`src/rtl/apt_pkg.sv`:
```
package apt_pkg;

  // Words in use per group for a given preemption-bit code
  function automatic int words_in_use(int prebits_m1, int word_log, int max_words);
    int prebits;
    int w;
    prebits = prebits_m1 + 1;
    if (prebits <= word_log) w = 1;
    else w = 1 << (prebits - word_log);
    if (w > max_words) w = max_words;
    return w;
  endfunction

  // Minimum binary point: priority width minus preemption bits
  function automatic int min_bp(int prebits_m1, int pri_w);
    return pri_w - 1 - prebits_m1;
  endfunction

endpackage

```
`src/rtl/apt_level_map.sv`:
```
module apt_level_map #(
  parameter int PRI_W  = 8,
  parameter int BP_W   = 3,
  parameter int SH_W   = 4,
  parameter int POS_W  = 7,
  parameter int WORD_W = 32,
  parameter int CNT_W  = 3
) (
  input  logic [PRI_W-1:0] pri,
  input  logic             grp,
  input  logic [BP_W-1:0]  bp0,
  input  logic [BP_W-1:0]  bp1,
  input  logic [SH_W-1:0]  minbp,
  input  logic [CNT_W-1:0] nwords,
  output logic [POS_W-1:0] pos,
  output logic             pos_ok
);
  localparam int WORD_LOG = $clog2(WORD_W);

  logic [SH_W-1:0]  shamt;
  logic [PRI_W-1:0] mask;
  logic [PRI_W-1:0] level;
  logic [PRI_W-1:0] idx;
  logic [PRI_W-1:0] word_sel;

  always_comb begin
    // group 0 shifts one further than its binary point
    shamt    = grp ? SH_W'(bp1) : SH_W'(bp0) + SH_W'(1);
    mask     = {PRI_W{1'b1}} << shamt;
    level    = pri & mask;
    idx      = level >> minbp;
    word_sel = idx >> WORD_LOG;
    pos_ok   = (int'(word_sel) < int'(nwords));
    pos      = POS_W'(idx);
  end
endmodule

```
`src/rtl/apt_bitmap.sv`:
```
module apt_bitmap #(
  parameter int WORD_W    = 32,
  parameter int NUM_WORDS = 4,
  parameter int POS_W     = 7
) (
  input  logic                          clk,
  input  logic                          rst_n,
  input  logic                          set_en,
  input  logic [POS_W-1:0]              set_pos,
  input  logic                          clr_en,
  input  logic [POS_W-1:0]              clr_pos,
  input  logic                          flush,
  output logic [NUM_WORDS*WORD_W-1:0]   map_q
);
  localparam int WORD_LOG = $clog2(WORD_W);

  for (genvar w = 0; w < NUM_WORDS; w++) begin : g_word
    logic [WORD_W-1:0] word_q;
    logic [WORD_W-1:0] set_m;
    logic [WORD_W-1:0] clr_m;

    always_comb begin
      set_m = '0;
      clr_m = '0;
      if (set_en && (int'(set_pos >> WORD_LOG) == w))
        set_m = WORD_W'(1) << set_pos[WORD_LOG-1:0];
      if (clr_en && (int'(clr_pos >> WORD_LOG) == w))
        clr_m = WORD_W'(1) << clr_pos[WORD_LOG-1:0];
    end

    // clear and flush act before the set of the same cycle
    always_ff @(posedge clk or negedge rst_n) begin
      if (!rst_n)      word_q <= '0;
      else if (flush)  word_q <= set_m;
      else             word_q <= (word_q & ~clr_m) | set_m;
    end

    assign map_q[w*WORD_W +: WORD_W] = word_q;
  end


  set_lands_chk: assert property (@(posedge clk) disable iff (!rst_n)
    set_en |=> map_q[$past(set_pos)]);


  no_stray_set_chk: assert property (@(posedge clk) disable iff (!rst_n)
    !set_en |=> ((map_q & ~$past(map_q)) == '0));


  flush_empties_chk: assert property (@(posedge clk) disable iff (!rst_n)
    (flush && !set_en) |=> (map_q == '0));


  clr_drops_chk: assert property (@(posedge clk) disable iff (!rst_n)
    (clr_en && !flush && !(set_en && set_pos == clr_pos)) |=> !map_q[$past(clr_pos)]);
endmodule

```
`src/rtl/apt_prio_scan.sv`:
```
module apt_prio_scan #(
  parameter int PRI_W     = 8,
  parameter int WORD_W    = 32,
  parameter int NUM_WORDS = 4,
  parameter int POS_W     = 7,
  parameter int SH_W      = 4,
  parameter int CNT_W     = 3
) (
  input  logic [NUM_WORDS*WORD_W-1:0] map0,
  input  logic [NUM_WORDS*WORD_W-1:0] map1,
  input  logic [SH_W-1:0]             minbp,
  input  logic [CNT_W-1:0]            nwords,
  output logic [PRI_W-1:0]            run_pri
);
  localparam int WORD_LOG = $clog2(WORD_W);

  function automatic logic [WORD_LOG-1:0] lowest_bit(logic [WORD_W-1:0] v);
    logic [WORD_LOG-1:0] r;
    r = '0;
    for (int b = WORD_W - 1; b >= 0; b--)
      if (v[b]) r = WORD_LOG'(b);
    return r;
  endfunction

  logic                     found;
  logic [POS_W-1:0]         lvl;
  logic [WORD_W-1:0]        merged;
  logic [POS_W+PRI_W-1:0]   scaled;

  // descending walk so the lowest nonzero word is the last to win
  always_comb begin
    found  = 1'b0;
    lvl    = '0;
    merged = '0;
    for (int i = NUM_WORDS - 1; i >= 0; i--) begin
      merged = map0[i*WORD_W +: WORD_W] | map1[i*WORD_W +: WORD_W];
      if ((i < int'(nwords)) && (merged != '0)) begin
        found = 1'b1;
        lvl   = POS_W'(i * WORD_W) + POS_W'(lowest_bit(merged));
      end
    end
    scaled  = (POS_W+PRI_W)'(lvl) << minbp;
    run_pri = found ? PRI_W'(scaled) : {PRI_W{1'b1}};
  end
endmodule

```
`src/rtl/apt_tracker.sv`:
```
module apt_tracker
  import apt_pkg::*;
#(
  parameter int PRI_W     = 8,
  parameter int WORD_W    = 32,
  parameter int NUM_WORDS = 4,
  parameter int CFG_W     = 3,
  parameter int BP_W      = 3
) (
  input  logic               clk,
  input  logic               rst_n,
  input  logic [CFG_W-1:0]   cfg_prebits_m1,
  input  logic [BP_W-1:0]    bp_g0,
  input  logic [BP_W-1:0]    bp_g1,
  input  logic               act_valid,
  input  logic [PRI_W-1:0]   act_pri,
  input  logic               act_grp,
  input  logic               clr_valid,
  input  logic               clr_grp,
  input  logic [$clog2(NUM_WORDS*WORD_W)-1:0] clr_pos,
  input  logic               flush_valid,
  input  logic               flush_grp,
  input  logic               rd_grp,
  input  logic [((NUM_WORDS > 1) ? $clog2(NUM_WORDS) : 1)-1:0] rd_word,
  output logic [WORD_W-1:0]  rd_data,
  output logic [PRI_W-1:0]   run_pri
);
  localparam int MAP_W    = NUM_WORDS * WORD_W;
  localparam int POS_W    = $clog2(MAP_W);
  localparam int WORD_LOG = $clog2(WORD_W);
  localparam int SH_W     = $clog2(PRI_W) + 1;
  localparam int CNT_W    = $clog2(NUM_WORDS + 1);

  logic [SH_W-1:0]  minbp;
  logic [CNT_W-1:0] nwords;
  logic [POS_W-1:0] act_pos;
  logic             act_ok;
  logic [MAP_W-1:0] map0, map1;
  logic             set0, set1;

  // configuration-derived scale and span
  always_comb begin
    minbp  = SH_W'(min_bp(int'(cfg_prebits_m1), PRI_W));
    nwords = CNT_W'(words_in_use(int'(cfg_prebits_m1), WORD_LOG, NUM_WORDS));
  end

  apt_level_map #(
    .PRI_W(PRI_W), .BP_W(BP_W), .SH_W(SH_W), .POS_W(POS_W),
    .WORD_W(WORD_W), .CNT_W(CNT_W)
  ) u_map (
    .pri(act_pri), .grp(act_grp), .bp0(bp_g0), .bp1(bp_g1),
    .minbp(minbp), .nwords(nwords), .pos(act_pos), .pos_ok(act_ok)
  );

  assign set0 = act_valid && act_ok && !act_grp;
  assign set1 = act_valid && act_ok &&  act_grp;

  apt_bitmap #(.WORD_W(WORD_W), .NUM_WORDS(NUM_WORDS), .POS_W(POS_W)) u_bm0 (
    .clk(clk), .rst_n(rst_n),
    .set_en(set0), .set_pos(act_pos),
    .clr_en(clr_valid && !clr_grp), .clr_pos(clr_pos),
    .flush(flush_valid && !flush_grp),
    .map_q(map0)
  );

  apt_bitmap #(.WORD_W(WORD_W), .NUM_WORDS(NUM_WORDS), .POS_W(POS_W)) u_bm1 (
    .clk(clk), .rst_n(rst_n),
    .set_en(set1), .set_pos(act_pos),
    .clr_en(clr_valid && clr_grp), .clr_pos(clr_pos),
    .flush(flush_valid && flush_grp),
    .map_q(map1)
  );

  apt_prio_scan #(
    .PRI_W(PRI_W), .WORD_W(WORD_W), .NUM_WORDS(NUM_WORDS),
    .POS_W(POS_W), .SH_W(SH_W), .CNT_W(CNT_W)
  ) u_scan (
    .map0(map0), .map1(map1), .minbp(minbp), .nwords(nwords), .run_pri(run_pri)
  );


  assign rd_data = rd_grp ? map1[rd_word*WORD_W +: WORD_W]
                          : map0[rd_word*WORD_W +: WORD_W];


  idle_pri_chk: assert property (@(posedge clk) disable iff (!rst_n)
    ((map0 == '0) && (map1 == '0)) |-> (run_pri == {PRI_W{1'b1}}));


  drop_out_of_span_chk: assert property (@(posedge clk) disable iff (!rst_n)
    (act_valid && !act_ok && !clr_valid && !flush_valid)
      |=> ((map0 == $past(map0)) && (map1 == $past(map1))));


  reset_clean_chk: assert property (@(posedge clk)
    $rose(rst_n) |-> ((map0 == '0) && (map1 == '0)));
endmodule

```
`config.mk`:
```
export PLATFORM = sky130hd
export DESIGN_NAME = apt_tracker
export DESIGN_NICKNAME = d
export VERILOG_FILES = /design/src/rtl/apt_pkg.sv /design/src/rtl/apt_level_map.sv /design/src/rtl/apt_bitmap.sv /design/src/rtl/apt_prio_scan.sv /design/src/rtl/apt_tracker.sv
export SDC_FILE = /design/constraint.sdc
export NUM_CORES = 1
export LEC_CHECK = 0
export ABC_AREA = 1
export BUFFER_PORTS_ARGS = -buffer_cell sky130_fd_sc_hd__buf_2
export CORE_UTILIZATION = 45
export DETAILED_ROUTE_END_ITERATION = 8
export PLACE_DENSITY_LB_ADDON = 0.2
export SYNTH_ARGS = -nofsm -noshare
export SYNTH_HDL_FRONTEND = slang
export SYNTH_SLANG_ARGS = --single-unit
```
`constraint.sdc`:
```
create_clock -name clk -period 3.7 [get_ports clk]
set_clock_uncertainty 0.05 [all_clocks]
set_input_delay 0.555 -clock clk [delete_from_list [all_inputs] [get_ports clk]]
set_output_delay 0.555 -clock clk [all_outputs]
set_load 0.05 [all_outputs]
```
==> summary.md, run 1 <==
| Metric | Value |
|---|---|
| Outcome | `complete, but fails checks` |
| Failing checks | `negative setup slack` |
| VDD IR max | `~0.42 mV` |
| Reg-to-Reg End | `u_bm0.g_word[2].word_q[31]` |
| CTS Buf Count | `30` |
| CP Max Fanout | `3` |
| Reg area | `around 6400 um^2` |
| CP most frequent cell | `nand2_1` |
| First-pass GRT wire length | `just under 100 mm` |
| Post-Synthesis Cell Area | `16000 um^2` |
| GRT Overall Usage | `a little over a third` |
| Worst skew pair latency | `560 ps` |
| Crit. End Element | `output port` |
| Share of cells above drive strength 1 | `14.5%` |
| Average wire per standard cell | `21.6 um` |
| Hold Path Depth | `3` |
| Post-Synthesis Cells | `2362` |
| Port bufs | `74` |
| Placer Congestion | `roughly 1` |
| Minimum clock period | `between 4000 and 5000 ps` |
| Post-route setup TNS | `-4720 ps` |
| Via count | `approximately 18000` |
| Dominant synthesized flop cell | `dfrtp_1` |
| Routed WL | `between 60 and 70 mm` |
| Startpoint types | `register` |
| FMAX | `about 0.23 GHz` |
| Hold WC Path Type | `in2reg` |
| Synthesized flop and latch total | `256` |
| Max Transition Viols Final | `0` |
| Post-Syn Nets | `approximately 2400` |
| Worst r2r src | `u_bm0.g_word[2].word_q[31]` |
| Row cnt | `68` |
| Register area share after synthesis | `between 40% and 50%` |
| Netlist cell types | `45` |
| RSZ-0062 raised after global routing | `true` |
| Worst hold slack | `between 300 and 400 ps` |
| Max incr delay on CP | `390 ps` |
| Die Y-Extent | `roughly 190 um` |
| Worst Hold End | `u_bm0.g_word[0].word_q[5]` |
| Cell count after placement | `between 2000 and 3000` |
| Vias in the first global route | `~17000` |
| Max Cap Viol | `0` |
| Via/cell ratio | `6.02` |
| Synthesis-to-layout area growth | `17.1%` |
| Number of DRC markers in iteration 0 | `between 2000 and 2500` |
| Commonest cells after routing, fill and taps aside | `531 x nand2_1, 435 x nor2_1, 418 x o21ai_0, 256 x dfrtp_1, 247 x o21ai_1` |
| WP data required | `about 3100 ps` |
| Relative slew slack | `a little over half` |
| CTS tree | `done` |
| Fillers | `around 3400` |
| Root Buffer | `clkbuf_16` |
| Leakage power | `8.59 nW` |
| DRC violations left | `0` |
| Hold_sp | `flush_grp` |
| YS warnings | `0` |
| Final cell count without fillers | `between 2000 and 3000` |
| H-tree depth | `1` |
| HPWL after DPL | `41.6 mm` |
| Mean Syn Cell Area | `between 6 and 7 um^2` |
| Worst-margin pin slew | `692 ps` |
| Worst-path clk slew | `roughly 60 ps` |
| Fin. Hold Viols | `0` |
| WS Path Type | `reg2out` |
| I/O pins | `75` |
| Synth async-reset ratio | `100%` |
| Die area | `between 30000 and 40000 um^2` |
| Worst r2r path cells | `3` |
| Routed Antenna Nets | `0` |
| Number of synthesized flops with an enable pin | `0` |
| Initial core utilization | `a little under half` |
| Clock buffer depth | `3` |
| Global route overflow | `0` |
| Crit share post-route | `117%` |
| Place WS | `-242 ps` |
| Pwr Density | `slightly above 400 nW/um^2` |
| Initial antenna violation count | `3` |
| Final #Nets | `between 2000 and 2500` |
| Core area | `between 30000 and 40000 um^2` |
| Area occupied by multi-input gates | `8930 um^2` |
| Crit-path slowest cell | `dfrtp_1` |
| Final WS setup | `-624 ps` |
| TritonRoute pass-1 iters | `5` |
| Die Wd | `190 um` |
| Sink Count | `around 260` |
| Largest net degree at the start of global routing | `between 100 and 150` |
| WP data arrival | `about 3700 ps` |
| Final setup viols | `8` |
| Internal reg-to-reg setup slack | `around 2800 ps` |
| Most common cell after layout, fill and taps aside | `nand2_1` |
-- how the worst max path moves through the flow --
stage	start	to	slack, ps	cells after the start
6_report	u_bm0.g_word[1].word_q[31]	run_pri[0]	-620	39
5_1_grt	u_bm1.g_word[1].word_q[30]	run_pri[2]	-940	40
4_1_cts	u_bm1.g_word[1].word_q[30]	run_pri[2]	-550	40
3_5_place_dp	cfg_prebits_m1[0]	run_pri[4]	-240	20
3_3_place_gp	cfg_prebits_m1[0]	run_pri[4]	-120	20
2_1_floorplan	cfg_prebits_m1[1]	run_pri[1]	-80	18
-- cell usage after synthesis, types with 4 or more instances --
library cell | count | area, um^2
a21oi_1 | 16 | 80.1
a31oi_1 | 44 | 275
buf_1 | 8 | 30.0
buf_2 | 28 | 140
clkbuf_1 | 97 | 364
clkinv_1 | 4 | 15.0
dfrtp_1 | 256 | 6410
ha_1 | 5 | 62.6
inv_1 | 44 | 165
inv_2 | 16 | 60.1
nand2_1 | 556 | 2090
nand3_1 | 38 | 190
nand4_1 | 12 | 75.1
nor2_1 | 439 | 1650
nor2_2 | 28 | 175
nor2_4 | 12 | 135
nor3_1 | 10 | 50.1
nor3_4 | 4 | 65.1
o211ai_1 | 5 | 37.5
o21ai_0 | 421 | 2110
o21ai_1 | 244 | 1220
o21bai_1 | 6 | 45.0
o22ai_1 | 33 | 206
-- registers in the layout, indices dropped and copies added, names as in the netlist --
name / count
u_bm1.g_word.word_q: 128
u_bm0.g_word.word_q: 128
-- what timing repair did --
action,4_1_cts,5_1_grt
resized for setup,40,32
hold buffers,1,0
pin swaps,6,10
endpoints found under the setup margin,8,8
buffers inserted,2,2
hold endpoints to repair,31,0
-- cell type report --
class / count / area share (%)
diodes: 2 / 0.0267
clock buffers: 46 / 4.76
clock inverters: 9 / 0.722
inverters: 64 / 1.30
multi-input cells: 1907 / 47.7
flip-flops and latches: 256 / 34.2
well taps: 455 / 3.04
repair buffers: 187 / 8.18
-- power breakdown --
| group | total (W) | internal (W) | leakage [nW] | switching [W] |
|---|---|---|---|---|
| registers | 0.00284 | 0.00282 | 3.57 | 0.0000175 |
| logic | 0.00169 | 0.000492 | 4.51 | 0.00120 |
| clock network | 0.00309 | 0.00186 | 0.506 | 0.00123 |
-- layer usage --
metal,global-route usage (%),part of all wire (%)
met2,54.4,45
met1,49.0,42
met5,0,0
met3,4.90,9.1
met4,12.7,3.8
-- cell families (layout without fill, tap and decap cells) --
group | count (synthesis) | count (layout) | share of synthesized area (%)
compound gates | 788 | 788 | 25.9
buf+inv | 199 | 306 | 4.94
fa+ha+maj | 5 | 5 | 0.392
flops | 256 | 256 | 40.1
other cells | 0 | 2 | 0
mux | 3 | 3 | 0.290
simple gates | 1110 | 1110 | 28.3
xor+xnor | 1 | 1 | 0.0548
-- critical path, delay by kind of cell (launching register included) --
| kind | cells | cell delay [ps] |
|---|---|---|
| buffers and inverters | 3 | 390 |
| flip-flops | 1 | 390 |
| AND/OR/NAND/NOR | 35 | 2260 |
| AO/OA/AOI/OAI | 1 | 90 |
-- stage by stage --
stage / instance area, um^2 / power (W) / util, %
after global routing: 18700 / 0.00790 / 53.9
after floorplan: 16000 / 0.00388 / -
after global placement: 17400 / 0.00439 / 50.2
after detailed placement: 17400 / 0.00440 / 50.2
after CTS: 18600 / 0.00756 / 53.6
final: 18700 / 0.00763 / 53.9
No activity file was read; power rests on OpenSTA's default activity.
==> run 2, diff against run 1 <==
Settings changed: CAP_MARGIN set to 25, SYNTH_HIERARCHICAL set to 1.
Clock period 3.7 ns to 4.1 ns, I/O delays scaled along.
==> run 2 against run 1 <==
Compared with the run above:
- the run still ends with negative setup slack left
- critical path depth unchanged
- die area increased by 29%
- combinational power down 8%
- cell area is 23% higher
- clock power is 2% lower
- sequential power decreased by 9.9%
- first-iteration DRC count grew 44%
- worst setup slack gained 310 ps
==> summary.md, run 2 <==
| Metric | Value |
|---|---|
| Outcome | `complete, but fails checks (unchanged)` |
| Failing checks | `negative setup slack (unchanged)` |
| CTS tree | `done (unchanged)` |
| H-tree depth | `2 (was 1)` |
| Placer Congestion | `1.04 (was 1.01)` |
| I/O pins | `75 (unchanged)` |
| Leakage power | `12.4 nW (was 8.59 nW)` |
| Synthesized flop and latch total | `256 (unchanged)` |
| DRC violations left | `0 (unchanged)` |
| Root Buffer | `clkbuf_16 (unchanged)` |
| Top post-synthesis cells by count | `1430 x nand2_1, 581 x inv_1, 504 x nor2_1 (was 556 x nand2_1, 439 x nor2_1, 421 x o21ai_0)` |
| First-pass GRT wire length | `131 mm (was 98.5 mm)` |
| Synth top area share | `30.9% (was 40.1%)` |
| Final #Nets | `3665 (was 2486)` |
| Post-Synthesis Cells | `3607 (was 2362)` |
| Cell count after placement | `4183 (was 2864)` |
| Largest registers | `u_bm0/g_word.word_q (128), u_bm1/g_word.word_q (128) (was u_bm0.g_word.word_q (128), u_bm1.g_word.word_q (128))` |
| Initial core utilization | `45.6% (was 46.0%)` |
| Worst setup startpoint | `u_bm0/g_word[0].word_q[30] (was u_bm0.g_word[1].word_q[31])` |
| Pwr Density | `311 nW/um^2 (was 407 nW/um^2)` |
| Fin. Hold Viols | `0 (unchanged)` |
| Worst hold slack | `24.0 ps (was 364 ps)` |
| Crit. End Element | `output port (unchanged)` |
| Dominant synthesized flop cell | `dfrtp_1 (unchanged)` |
| Commonest cells after routing, fill and taps aside | `1418 x nand2_1, 580 x inv_1, 491 x nor2_1, 273 x nand3_1, 256 x dfrtp_1 (was 531 x nand2_1, 435 x nor2_1, 418 x o21ai_0, 256 x dfrtp_1, 247 x o21ai_1)` |
| Area leader, netlist | `dfrtp_1 (unchanged)` |
| Max incr delay on CP | `380 ps (was 390 ps)` |
| Row cnt | `78 (was 68)` |
| Most common cell after layout, fill and taps aside | `nand2_1 (unchanged)` |
| Crit-path slowest cell | `dfrtp_1 (unchanged)` |
| Register area share after synthesis | `30.9% (was 40.1%)` |
| HPWL after DPL | `57.9 mm (was 41.6 mm)` |
| Max Cap Viol | `0 (unchanged)` |
| Relative slew slack | `34.0% (was 53.9%)` |
| Startpoint types | `register (unchanged)` |
| Worst-path clk slew | `50 ps (was 60 ps)` |
| Via/cell ratio | `5.38 (was 6.02)` |
| WP data arrival | `3750 ps (was 3720 ps)` |
| CTS Buf Count | `34 (was 30)` |
| CP most frequent cell | `nand2_1 (unchanged)` |
| Netlist cell types | `48 (was 45)` |
| Crit share post-route | `108%` |
| VDD IR max | `0.280 mV (was 0.423 mV)` |
| Worst-margin pin slew | `984 ps (was 692 ps)` |
| Hold Buf Count CTS | `0 (was 1)` |
| GRT Overall Usage | `37.5% (was 34.8%)` |
| Die area | `46900 um^2 (was 36300 um^2)` |
| YS warnings | `6 (was 0)` |
| Fillers | `4865 (was 3402)` |
| Core area | `45400 um^2 (was 34700 um^2)` |
| Final WS setup | `-319 ps (was -624 ps)` |
| Number of DRC markers in iteration 0 | `2915 (was 2019)` |
| Global route overflow | `0 (unchanged)` |
| Worst r2r src | `u_bm1/g_word[3].word_q[31] (was u_bm0.g_word[2].word_q[31])` |
| Routed Antenna Nets | `0 (unchanged)` |
| Max Transition Viols Final | `0 (unchanged)` |
| Average wire per standard cell | `20.7 um (was 21.6 um)` |
| Minimum clock period | `~4400 ps` |
| FMAX | `approximately 0.23 GHz` |
| RSZ-0062 raised after global routing | `true (unchanged)` |
| Initial antenna violation count | `3 (unchanged)` |
| Mean Syn Cell Area | `5.74 um^2 (was 6.76 um^2)` |
| Port bufs | `74 (unchanged)` |
| Final setup viols | `8 (unchanged)` |
| Top-count cell post-synth | `nand2_1 (unchanged)` |
| Via count | `22900 (was 17600)` |
| Number of synthesized flops with an enable pin | `0 (unchanged)` |
| WP data required | `3430 ps (was 3090 ps)` |
| WS Path Type | `reg2out (unchanged)` |
| CP Max Fanout | `3 (unchanged)` |
| Die Wd | `217 um (was 190 um)` |
| Hold WC Path Type | `in2async (was in2reg)` |
| Sink Count | `256 (unchanged)` |
| TritonRoute pass-1 iters | `7 (was 5)` |
| Final cell count without fillers | `4251 (was 2926)` |
| Post-Synthesis Cell Area | `20700 um^2 (was 16000 um^2)` |
| Share of cells above drive strength 1 | `9.67% (was 14.5%)` |
| Routed WL | `88.0 mm (was 63.1 mm)` |
| Synth area leaders | `dfrtp_1 31%, nand2_1 26%, inv_1 11% (was dfrtp_1 40%, o21ai_0 13%, nand2_1 13%)` |
| Vias in the first global route | `20800 (was 16700)` |
| Synthesis-to-layout area growth | `11.0% (was 17.1%)` |
| Die Y-Extent | `217 um (was 190 um)` |
| Largest net degree at the start of global routing | `129 (was 131)` |
| Worst skew pair latency | `560 ps (about the same)` |
| Synth async-reset ratio | `100% (unchanged)` |
| Clock buffer depth | `3 (unchanged)` |
[run 2: cell count changes in the layout (fill, tap and decap cells not counted), sizes merged, moves of 6 or more]
cell    before   now
inv         62   610
buf        186   149
nand2      559  1440
nand3       40   286
a31oi       44    10
o22ai       33     3
clkbuf      46    55
nor2       480   549
nand4       12   115
nor3        15    28
o21ai      668    85
conb         0     6
[run 2: worst max-delay path, delay by kind of cell, from the launching register on]
| family | cells | cell delay (ps) |
|---|---|---|
| buffers and inverters | 1 | 160 |
| AO/OA/AOI/OAI | 1 | 130 |
| flip-flops | 1 | 380 |
| AND/OR/NAND/NOR | 37 | 2520 |
[run 2: layer usage]
layer | GRT usage (%) | vias up | wire length [um] | share of wire, %
met5 | 0 | - | 26 | 0.030
met4 | 23.9 | 4 | 6390 | 7.3
met1 | 50.1 | 10300 | 34700 | 39
met3 | 7.59 | 326 | 10200 | 12
li1 | - | 10900 | - | -
met2 | 55.3 | 1386 | 36600 | 42
[run 2: report_power, final]
part	internal, W	leakage (nW)	total [W]	switching (W)
Sequential	0.00255	3.57	0.00256	0.0000185
Clock	0.00181	0.555	0.00302	0.00122
Combinational	0.000386	8.27	0.00156	0.00118
Total	0.00474	12.4	0.00715	0.00241
[run 2: what timing repair did]
item                                    in CTS  in global routing
endpoints found under the setup margin       8                  8
buffers inserted                             3                  2
pin swaps                                    3                  6
gates resized for setup                     24                 15
[run 2: path summary, 6_finish.rpt]
kind / end / slack [ps] / cells after the start
worst max-delay path: run_pri[5] / -320 / 39
worst min-delay path: u_bm0/g_word[2].word_q[7] / 20 / 1
worst max register to register: u_bm1/g_word[3].word_q[31] / 3070 / 6
worst min register to register: u_bm1/g_word[0].word_q[30] / 550 / 4
max in group asynchronous: u_bm0/g_word[1].word_q[31] / 2960 / 2
min in group clk: u_bm1/g_word[0].word_q[30] / 550 / 4
[run 2: cells by family after synthesis]
logic type / share of synthesized area, %
AND/OR/NAND/NOR: 49.2
flip-flops: 30.9
buffers and inverters: 15.7
AO/OA/AOI/OAI: 3.87
other: 0.0181
adder cells (fa/ha/maj): 0.302
[run 2: per-stage QoR]
step | total power (W) | utilization (%) | setup slack, ps | TNS, ps | cell area [um^2]
finish | 0.00715 | 50.7 | -319 | -2130 | 23000
detailed placement | 0.00404 | 47.8 | 185 | 0 | 21700
CTS | 0.00711 | 50.5 | -186 | -1130 | 22900
global route | 0.00736 | 50.7 | -640 | -4780 | 23000
global placement | 0.00404 | 47.8 | 246 | 0 | 21700
floorplan | 0.00356 | - | 264 | 0 | 20700
[run 2: cell type report]
class / instances / area (um^2) / share of cell area [%]
clock buffers: 55 / 1080 / 4.71
clock inverters: 6 / 33.8 / 0.147
diodes: 1 / 2.50 / 0.0109
well taps: 600 / 751 / 3.27
multi-input cells: 2573 / 11200 / 48.8
flip-flops and latches: 256 / 6410 / 27.9
inverters: 611 / 2300 / 10.0
repair buffers: 149 / 1190 / 5.18
==> run 3, diff against run 2 <==
Settings changed: CTS_BUF_LIST set to sky130_fd_sc_hd__clkbuf_8.
==> run 3 against run 2 <==
Compared with the run above:
- the run still ends with negative setup slack left
- register-to-register slack gained 110 ps
- sequential share of layout area grew 0.22 points
- critical path depth is the same
- via count grew 0.28%
- power shrank 7.5%
- sequential cell count is the same
- clock power shrank 17%
- first-iteration DRC count grew 2.4%
- cell count grew 0.59%
- worst hold slack gained 440 ps
- critical path type unchanged
==> summary.md, run 3 (synthesis results as in run 2) <==
| Metric | Value |
|---|---|
| Switching power share of the total | `36.7% (was 33.7%)` |
| Core area | `45400 um^2 (unchanged)` |
| Vias in the first global route | `20900 (was 20800)` |
| Share of cells above drive strength 1 | `9.99% (was 9.67%)` |
| Startpoint types | `register (unchanged)` |
| WP data required | `3430 ps (about the same)` |
| Average wire per standard cell | `20.6 um (was 20.7 um)` |
| Initial core utilization | `45.6% (unchanged)` |
| Relative slew slack | `36.0% (was 34.0%)` |
| Hold WC Path Type | `in2reg (was in2async)` |
| Sink Count | `256 (unchanged)` |
| Crit. End Element | `output port (unchanged)` |
| Leakage power | `12.4 nW (about the same)` |
| Worst-margin pin slew | `955 ps (was 984 ps)` |
| Crit share post-route | `111% (was 108%)` |
| Largest registers | `u_bm0/g_word.word_q (128), u_bm1/g_word.word_q (128) (unchanged)` |
| GRT Overall Usage | `37.7% (was 37.5%)` |
| TritonRoute pass-1 iters | `6 (was 7)` |
| Worst-path clk slew | `60 ps (was 50 ps)` |
| Outcome | `complete, but fails checks (unchanged)` |
| Power Internal | `0.00419 W (was 0.00474 W)` |
| Global route overflow | `0 (unchanged)` |
| Crit-path slowest cell | `dfrtp_1 (unchanged)` |
| RSZ-0062 raised after global routing | `true (unchanged)` |
| Minimum clock period | `4530 ps (was 4420 ps)` |
| CTS Buf Count | `49 (was 34)` |
| WS Path Type | `reg2out (unchanged)` |
| DRC violations left | `0 (unchanged)` |
| Via/cell ratio | `5.36 (was 5.38)` |
| First-pass GRT wire length | `132 mm (was 131 mm)` |
| Die Y-Extent | `217 um (unchanged)` |
| Worst r2r src | `u_bm0/g_word[3].word_q[0] (was u_bm1/g_word[3].word_q[31])` |
| Placer Congestion | `1.04 (unchanged)` |
| CP Max Fanout | `3 (unchanged)` |
| Pwr Density | `290 nW/um^2 (was 311 nW/um^2)` |
| Root Buffer | `clkbuf_8 (was clkbuf_16)` |
| Final cell count without fillers | `4276 (was 4251)` |
| Max Transition Viols Final | `0 (unchanged)` |
| Via count | `22900 (about the same)` |
| Largest net degree at the start of global routing | `129 (unchanged)` |
| Routed Antenna Nets | `0 (unchanged)` |
| CTS tree | `done (unchanged)` |
| Routed WL | `88.2 mm (was 88.0 mm)` |
| Die area | `46900 um^2 (unchanged)` |
| Commonest cells after routing, fill and taps aside | `1418 x nand2_1, 600 x inv_1, 489 x nor2_1, 273 x nand3_1, 256 x dfrtp_1 (was 1418 x nand2_1, 580 x inv_1, 491 x nor2_1, 273 x nand3_1, 256 x dfrtp_1)` |
| Flop pwr share | `38.8% (was 35.9%)` |
| FMAX | `0.221 GHz (was 0.226 GHz)` |
| Post-route setup TNS | `-2970 ps (was -2130 ps)` |
| Clock buffer depth | `3 (unchanged)` |
| Port bufs | `74 (unchanged)` |
| Hold_sp | `clr_pos[5]` |
| Worst setup startpoint | `u_bm0/g_word[0].word_q[30] (unchanged)` |
| Number of DRC markers in iteration 0 | `2984 (was 2915)` |
| Initial antenna violation count | `3 (unchanged)` |
| Post-placement cell area | `21700 um^2 (unchanged)` |
| Clock power frac | `37.8% (was 42.3%)` |
| I/O pins | `75 (unchanged)` |
| Row cnt | `78 (unchanged)` |
| Failing checks | `negative setup slack (unchanged)` |
| VDD IR max | `0.203 mV (was 0.280 mV)` |
| Max incr delay on CP | `380 ps (about the same)` |
| NetSw | `0.00243 W (was 0.00241 W)` |
| Max Cap Viol | `0 (unchanged)` |
| Die Wd | `217 um (unchanged)` |
| HPWL after DPL | `57.9 mm (unchanged)` |
| Worst skew pair latency | `680 ps (was 560 ps)` |
| Final setup viols | `8 (unchanged)` |
| Final WS setup | `-433 ps (was -319 ps)` |
| Cell count after placement | `4183 (unchanged)` |
| WP data arrival | `3870 ps (was 3750 ps)` |
| Final total power | `0.00662 W (was 0.00715 W)` |
| Final #Nets | `3683 (was 3665)` |
| Combinational share of power | `23.4% (was 21.9%)` |
| Most common cell after layout, fill and taps aside | `nand2_1 (unchanged)` |
| Synthesis-to-layout area growth | `10.1% (was 11.0%)` |
| CP most frequent cell | `nand2_1 (unchanged)` |
| Design Area, Final | `22800 um^2 (was 23000 um^2)` |
| Fin. Hold Viols | `0 (unchanged)` |
| H-tree depth | `2 (unchanged)` |
## run 3: path summary, 6_finish.rpt
| path | endpoint | slack, ps | depth (start not counted) |
|---|---|---|---|
| max reg2reg | u_bm0/g_word[3].word_q[0] | 3180 | 4 |
| max | run_pri[5] | -430 | 39 |
| min | u_bm1/g_word[3].word_q[5] | 460 | 6 |
| min reg2reg | u_bm0/g_word[2].word_q[5] | 550 | 4 |
| min in group asynchronous | u_bm0/g_word[3].word_q[11] | 480 | 2 |
| max in group asynchronous | u_bm0/g_word[1].word_q[31] | 2500 | 3 |
## run 3: per-stage QoR
step           util [%]  hold slack, ps  setup slack, ps
3_3_place_gp       47.8             536              246
2_1_floorplan         -             269              264
4_1_cts            50.1             453             -304
6_report           50.3             465             -433
3_5_place_dp       47.8             535              185
5_1_grt            50.2             485             -763
## run 3: timing repair
action,CTS,global route
buffers inserted,7,0
gates resized for setup,27,13
hold endpoints to repair,27,0
setup endpoints to repair,8,8
pin swaps,5,5
hold buffers,1,0
## run 3: per-layer routing
metal / routed length [um] / GRT usage [%] / vias up / part of all wire [%]
li1: - / - / 10900 / -
met1: 35100 / 50.0 / 10300 / 40
met2: 36700 / 55.1 / 1402 / 42
met3: 9940 / 8.25 / 310 / 11
met4: 6410 / 24.3 / 2 / 7.3
met5: 41 / 0.729 / - / 0.046
## run 3: power groups by stage
stage	logic [W]	clock network (W)	registers [W]
3_3_place_gp	0.00143	0	0.00261
4_1_cts	0.00150	0.00250	0.00256
2_1_floorplan	0.000961	0	0.00260
6_report	0.00155	0.00250	0.00256
3_5_place_dp	0.00144	0	0.00261
5_1_grt	0.00164	0.00261	0.00257
## run 3: cell type report
| class | count | area (um^2) |
|---|---|---|
| diodes | 2 | 5.00 |
| clock buffers | 58 | 798 |
| clock inverters | 24 | 105 |
| fillers | 4875 | 22600 |
| inverters | 611 | 2300 |
| multi-input cells | 2573 | 11200 |
| flip-flops and latches | 256 | 6410 |
| well taps | 600 | 751 |
| repair buffers | 152 | 1220 |
## run 3: critical path: cells and delay by family, from the launching register on
kind | cells | cell delay [ps]
simple gates | 37 | 2500
flops | 1 | 380
buf+inv | 1 | 160
compound gates | 1 | 130
